`src/rtl/adsub_pkg.sv`:
```
package adsub_pkg;

    typedef enum logic {
        OP_ADD = 1'b0,
        OP_SUB = 1'b1
    } adsub_op_e;

    typedef struct packed {
        logic carry;
        logic sum;
    } fa_out_t;

    function automatic fa_out_t fa_eval(input logic x, input logic y, input logic ci);
        fa_out_t r;
        r.sum   = x ^ y ^ ci;
        r.carry = (x & y) | (ci & (x ^ y));
        return r;
    endfunction

endpackage

```
`src/rtl/adsub_fa_cell.sv`:
```
module adsub_fa_cell
    import adsub_pkg::*;
(
    input  logic x_in,
    input  logic y_in,
    input  logic c_in,
    output logic s_out,
    output logic c_out
);
    fa_out_t res;

    always_comb begin
        res   = fa_eval(x_in, y_in, c_in);
        s_out = res.sum;
        c_out = res.carry;
    end
endmodule

```
`src/rtl/adsub_operand_cond.sv`:
```
module adsub_operand_cond
    import adsub_pkg::*;
#(
    parameter int W = 8
) (
    input  logic [W-1:0] raw_b,
    input  adsub_op_e    op,
    output logic [W-1:0] eff_b
);
    genvar i;
    generate
        for (i = 0; i < W; i++) begin : g_inv
            assign eff_b[i] = raw_b[i] ^ (op == OP_SUB);
        end
    endgenerate
endmodule

```
`src/rtl/adsub_ripple.sv`:
```
module adsub_ripple #(
    parameter int W = 8
) (
    input  logic [W-1:0] x,
    input  logic [W-1:0] y,
    input  logic         cin,
    output logic [W-1:0] sum,
    output logic         cout
);
    logic [W:0] chain;

    assign chain[0] = cin;

    genvar i;
    generate
        for (i = 0; i < W; i++) begin : g_stage
            adsub_fa_cell u_fa (
                .x_in  (x[i]),
                .y_in  (y[i]),
                .c_in  (chain[i]),
                .s_out (sum[i]),
                .c_out (chain[i+1])
            );
        end
    endgenerate

    assign cout = chain[W];
endmodule

```
`src/rtl/adsub_ovf_detect.sv`:
```
module adsub_ovf_detect (
    input  logic a_sign,
    input  logic b_eff_sign,
    input  logic s_sign,
    output logic ovf
);
    logic same_in;

    always_comb begin
        same_in = ~(a_sign ^ b_eff_sign);
        ovf     = same_in & (s_sign ^ a_sign);
    end
endmodule

```
`src/rtl/adsub_unit.sv`:
```
module adsub_unit
    import adsub_pkg::*;
#(
    parameter int W = 8
) (
    input  logic [W-1:0] op_a,
    input  logic [W-1:0] op_b,
    input  logic         sub_en,
    output logic [W-1:0] result,
    output logic         carry_out,
    output logic         overflow
);
    localparam int MSB = W - 1;

    adsub_op_e    op;
    logic [W-1:0] b_eff;
    logic [W-1:0] sum_w;

    assign op = adsub_op_e'(sub_en);

    adsub_operand_cond #(.W(W)) u_cond (
        .raw_b (op_b),
        .op    (op),
        .eff_b (b_eff)
    );

    adsub_ripple #(.W(W)) u_chain (
        .x    (op_a),
        .y    (b_eff),
        .cin  (op == OP_SUB),
        .sum  (sum_w),
        .cout (carry_out)
    );

    adsub_ovf_detect u_ovf (
        .a_sign     (op_a[MSB]),
        .b_eff_sign (b_eff[MSB]),
        .s_sign     (sum_w[MSB]),
        .ovf        (overflow)
    );

    assign result = sum_w;
endmodule

```
`config.mk`:
```
export PLATFORM = sky130hd
export DESIGN_NAME = adsub_unit
export DESIGN_NICKNAME = d
export VERILOG_FILES = /design/src/rtl/adsub_pkg.sv /design/src/rtl/adsub_fa_cell.sv /design/src/rtl/adsub_operand_cond.sv /design/src/rtl/adsub_ripple.sv /design/src/rtl/adsub_ovf_detect.sv /design/src/rtl/adsub_unit.sv
export SDC_FILE = /design/constraint.sdc
export NUM_CORES = 1
export LEC_CHECK = 0
export BUFFER_PORTS_ARGS = -buffer_cell sky130_fd_sc_hd__buf_4
export CORE_AREA = 2 2 39 41
export DETAILED_ROUTE_END_ITERATION = 7
export DIE_AREA = 0 0 41 43
export SYNTH_ARGS = -nofsm -noshare
export SYNTH_HDL_FRONTEND = slang
export SYNTH_SLANG_ARGS = --single-unit
```
`constraint.sdc`:
```
create_clock -name vclk -period 3.3
set_input_delay 0 -clock vclk [all_inputs]
set_output_delay 0 -clock vclk [all_outputs]
set_load 0.05 [all_outputs]
```
==> flow_summary_export.csv <==
group,metric,value,unit
final_layout,final_nets,89,
placed_design,place.gp.congestion,0.610,
logic_synthesis,synth_area,373,um^2
sta,fmax,306,MHz
worst_hold_path,hold_path_startpoint,"op_a[0]",
critical_path,cp_data_arrival_time,3.26,ns
sta,finalHoldWorstSlack,0.322,ns
logic_synthesis,instance_count_of_the_mapped_netlist,41,
critical_path,critical_path_class,"input pin to primary output",
grt,grt_max_degree,6,
final_layout,seq_cells,0,
logic_synthesis,synthDominantCellAreaShare,37.6,%
final_layout,antenna_cells,0,
sta,worstMarginPinSlew,0.227,ns
die,io_pins,27,
placed_design,detailed_place_hpwl,567,um
route,antenna_violating_nets_post_route,0,
placed_design,dpl-instance-area,582,um^2
die,placementRows,14,
logic_synthesis,synth-compound-area-share,0,%
power_and_ir_drop,power_density,433,mW/mm^2
logic_synthesis,synth.area.top_cells,"sky130_fd_sc_hd__fa_1 38%, sky130_fd_sc_hd__xnor2_1 16%, sky130_fd_sc_hd__buf_4 16%, sky130_fd_sc_hd__inv_1 13%, sky130_fd_sc_hd__xor2_2 4.4%",
cts,cts.repair_timing.setup_buffer_count,0,
logic_synthesis,avg_cell_area_syn,9.09,um^2
die,core_area,0.00138,mm^2
logic_synthesis,combinational_family_with_the_most_area_after_synthesis,"adder cells",
logic_synthesis,synth_simple_gate_area_share,1.01,%
worst_hold_path,min_to,"result[0]",
route,first_iter_violations,0,
critical_path,critPathMaxFanout,4,
worst_hold_path,min_path_type,"input pin to primary output",
final_layout,layout-drive-gt1-share,67.7,%
route,routed_via_density,3.63,
route,drt-pass1-iter-count,1,
logic_synthesis,synth_fp_nets,66,
logic_synthesis,synth.mux.area_fraction,2.68,%
final_layout,final-seq-area,0,um^2
logic_synthesis,synthesis.yosys.warnings,0,
grt,overall_fraction_of_global_route_tracks_in_use,7.19,%
grt,global_route_wire_length_before_repair,938,um
placed_design,port_buffers,27,
final_layout,fin_util,43.2,%
logic_synthesis,sequential_element_share_of_the_synthesized_area,0,%
sta,finalHoldViolCount,0,
grt,antenna_violations_before_repair,0,
sta,timing.final.setup_violations,0,
logic_synthesis,synth_xor_xnor_area_share,23.2,%
sta,setup_repair_after_global_routing_missed_its_margin,"yes",
final_layout,final_design_area_no_fill,598,um^2
final_layout,final_common_cell,"sky130_fd_sc_hd__buf_4",
logic_synthesis,synth.largest_area_cell,"sky130_fd_sc_hd__fa_1",
die,dieArea,0.00176,mm^2
sta,max-slew-margin-rel,84.8,%
route,drc_errors,0,
final_layout,final_cell_mix,"27 x sky130_fd_sc_hd__buf_4, 12 x sky130_fd_sc_hd__inv_1, 7 x sky130_fd_sc_hd__fa_2",
die,chipWidth,41,um
final_layout,clock_buffer_count,0,
logic_synthesis,adder_cell_fraction_of_synth_area,40.9,%
final_layout,syn2layout_area_growth,60.4,%
route,routed_wire_length_per_instance,7.54,um
route,dr_total_vias,283,
run,drv.max_cap_violation_count,0,
power_and_ir_drop,ir_drop,186,uV
route,wl,588,um
sta,final.min_clock_period,3.26,ns
sta,report.final.slew_viol_count,0,
status,outcome,"finished, final reports clean",
logic_synthesis,post_synthesis_cell_type_count,10,
power_and_ir_drop,static-leakage-power,0.000313,uW
final_layout,multi_input_area,293,um^2
cts,postCtsHoldBufs,0,
critical_path,crit_path_start_kind,"input pin",
die,starting_utilization_of_the_core_area,26.9,%
final_layout,layoutNonFillerInstCount,78,
grt,grt_overflow,0,
critical_path,critical_path_required,3.30,ns
grt,grt_pass1_vias,249,
final_layout,fillers,145,
die,die_h,43,um
placed_design,post-place-cells,78,
critical_path,worst_setup_path_end_kind,"primary output",
sta,finalCritPeriodShare,98.9,%
worst_hold_path,worstHoldPathCells,3,
where the power goes:
part | switching (uW) | internal [uW]
clock | 0 | 0
combinational | 165 | 94.1
sequential | 0 | 0
worst max-delay path, cell delays in order:
cell and delay (ns):
sky130_fd_sc_hd__buf_6 0.11, sky130_fd_sc_hd__xnor2_2 0.14, sky130_fd_sc_hd__fa_2 0.37, sky130_fd_sc_hd__fa_2 0.34, sky130_fd_sc_hd__fa_2 0.34, sky130_fd_sc_hd__fa_2 0.34, sky130_fd_sc_hd__fa_2 0.35, sky130_fd_sc_hd__fa_2 0.34
sky130_fd_sc_hd__inv_2 0.06, sky130_fd_sc_hd__fa_2 0.45, sky130_fd_sc_hd__xnor2_2 0.16, sky130_fd_sc_hd__nor2_4 0.10, sky130_fd_sc_hd__buf_6 0.16
Yosys cell counts:
| cell type | count |
|---|---|
| sky130_fd_sc_hd__inv_1 | 13 |
| sky130_fd_sc_hd__buf_4 | 8 |
| sky130_fd_sc_hd__fa_1 | 7 |
| sky130_fd_sc_hd__xnor2_1 | 7 |
| sky130_fd_sc_hd__buf_6 | 1 |
| sky130_fd_sc_hd__ha_1 | 1 |
| sky130_fd_sc_hd__mux2i_1 | 1 |
| sky130_fd_sc_hd__nor2_1 | 1 |
| sky130_fd_sc_hd__xor2_1 | 1 |
| sky130_fd_sc_hd__xor2_2 | 1 |
cell families (layout without fill, tap and decap cells):
family,count (synthesis),count (layout)
buf+inv,22,43
xor+xnor,9,9
fa+ha+maj,8,8
mux,1,1
simple gates,1,1
final cells by class:
cell class	instances	share of cell area (%)
multi-input combinational	19	49.0
inverter	13	8.16
tap	16	3.35
timing repair buffer	30	39.5
what timing repair did:
| item | CTS | global route |
|---|---|---|
| endpoints found under the setup margin | 1 | 1 |
| resized for setup | 4 | 2 |
| pin swaps | 0 | 1 |
worst max-delay path by stage:
stage / slack [ns] / to / start
finish: 0.04 / overflow / sub_en
global route: -0.05 / overflow / sub_en
CTS: 0.008 / overflow / op_b[1]
detailed placement: -0.1 / overflow / sub_en
global placement: -0.07 / overflow / sub_en
floorplan: -0.003 / overflow / sub_en
routing by layer:
layer	wire length (um)	share of wire [%]	up-vias	global-route usage [%]
li1	-	-	143	-
met2	296	50	18	13.1
met4	0	0	0	0
met1	211	36	122	9.57
met5	0	0	-	0
met3	81	14	0	0
through the flow:
stage           TNS, ns  total power, uW  setup slack (ns)
2_1_floorplan  -0.00290              220          -0.00290
3_3_place_gp    -0.0696              254           -0.0696
3_5_place_dp    -0.0951              257           -0.0951
4_1_cts               0              262           0.00825
5_1_grt         -0.0517              277           -0.0517
6_report              0              259            0.0361
No activity file was read; power rests on OpenSTA's default activity.
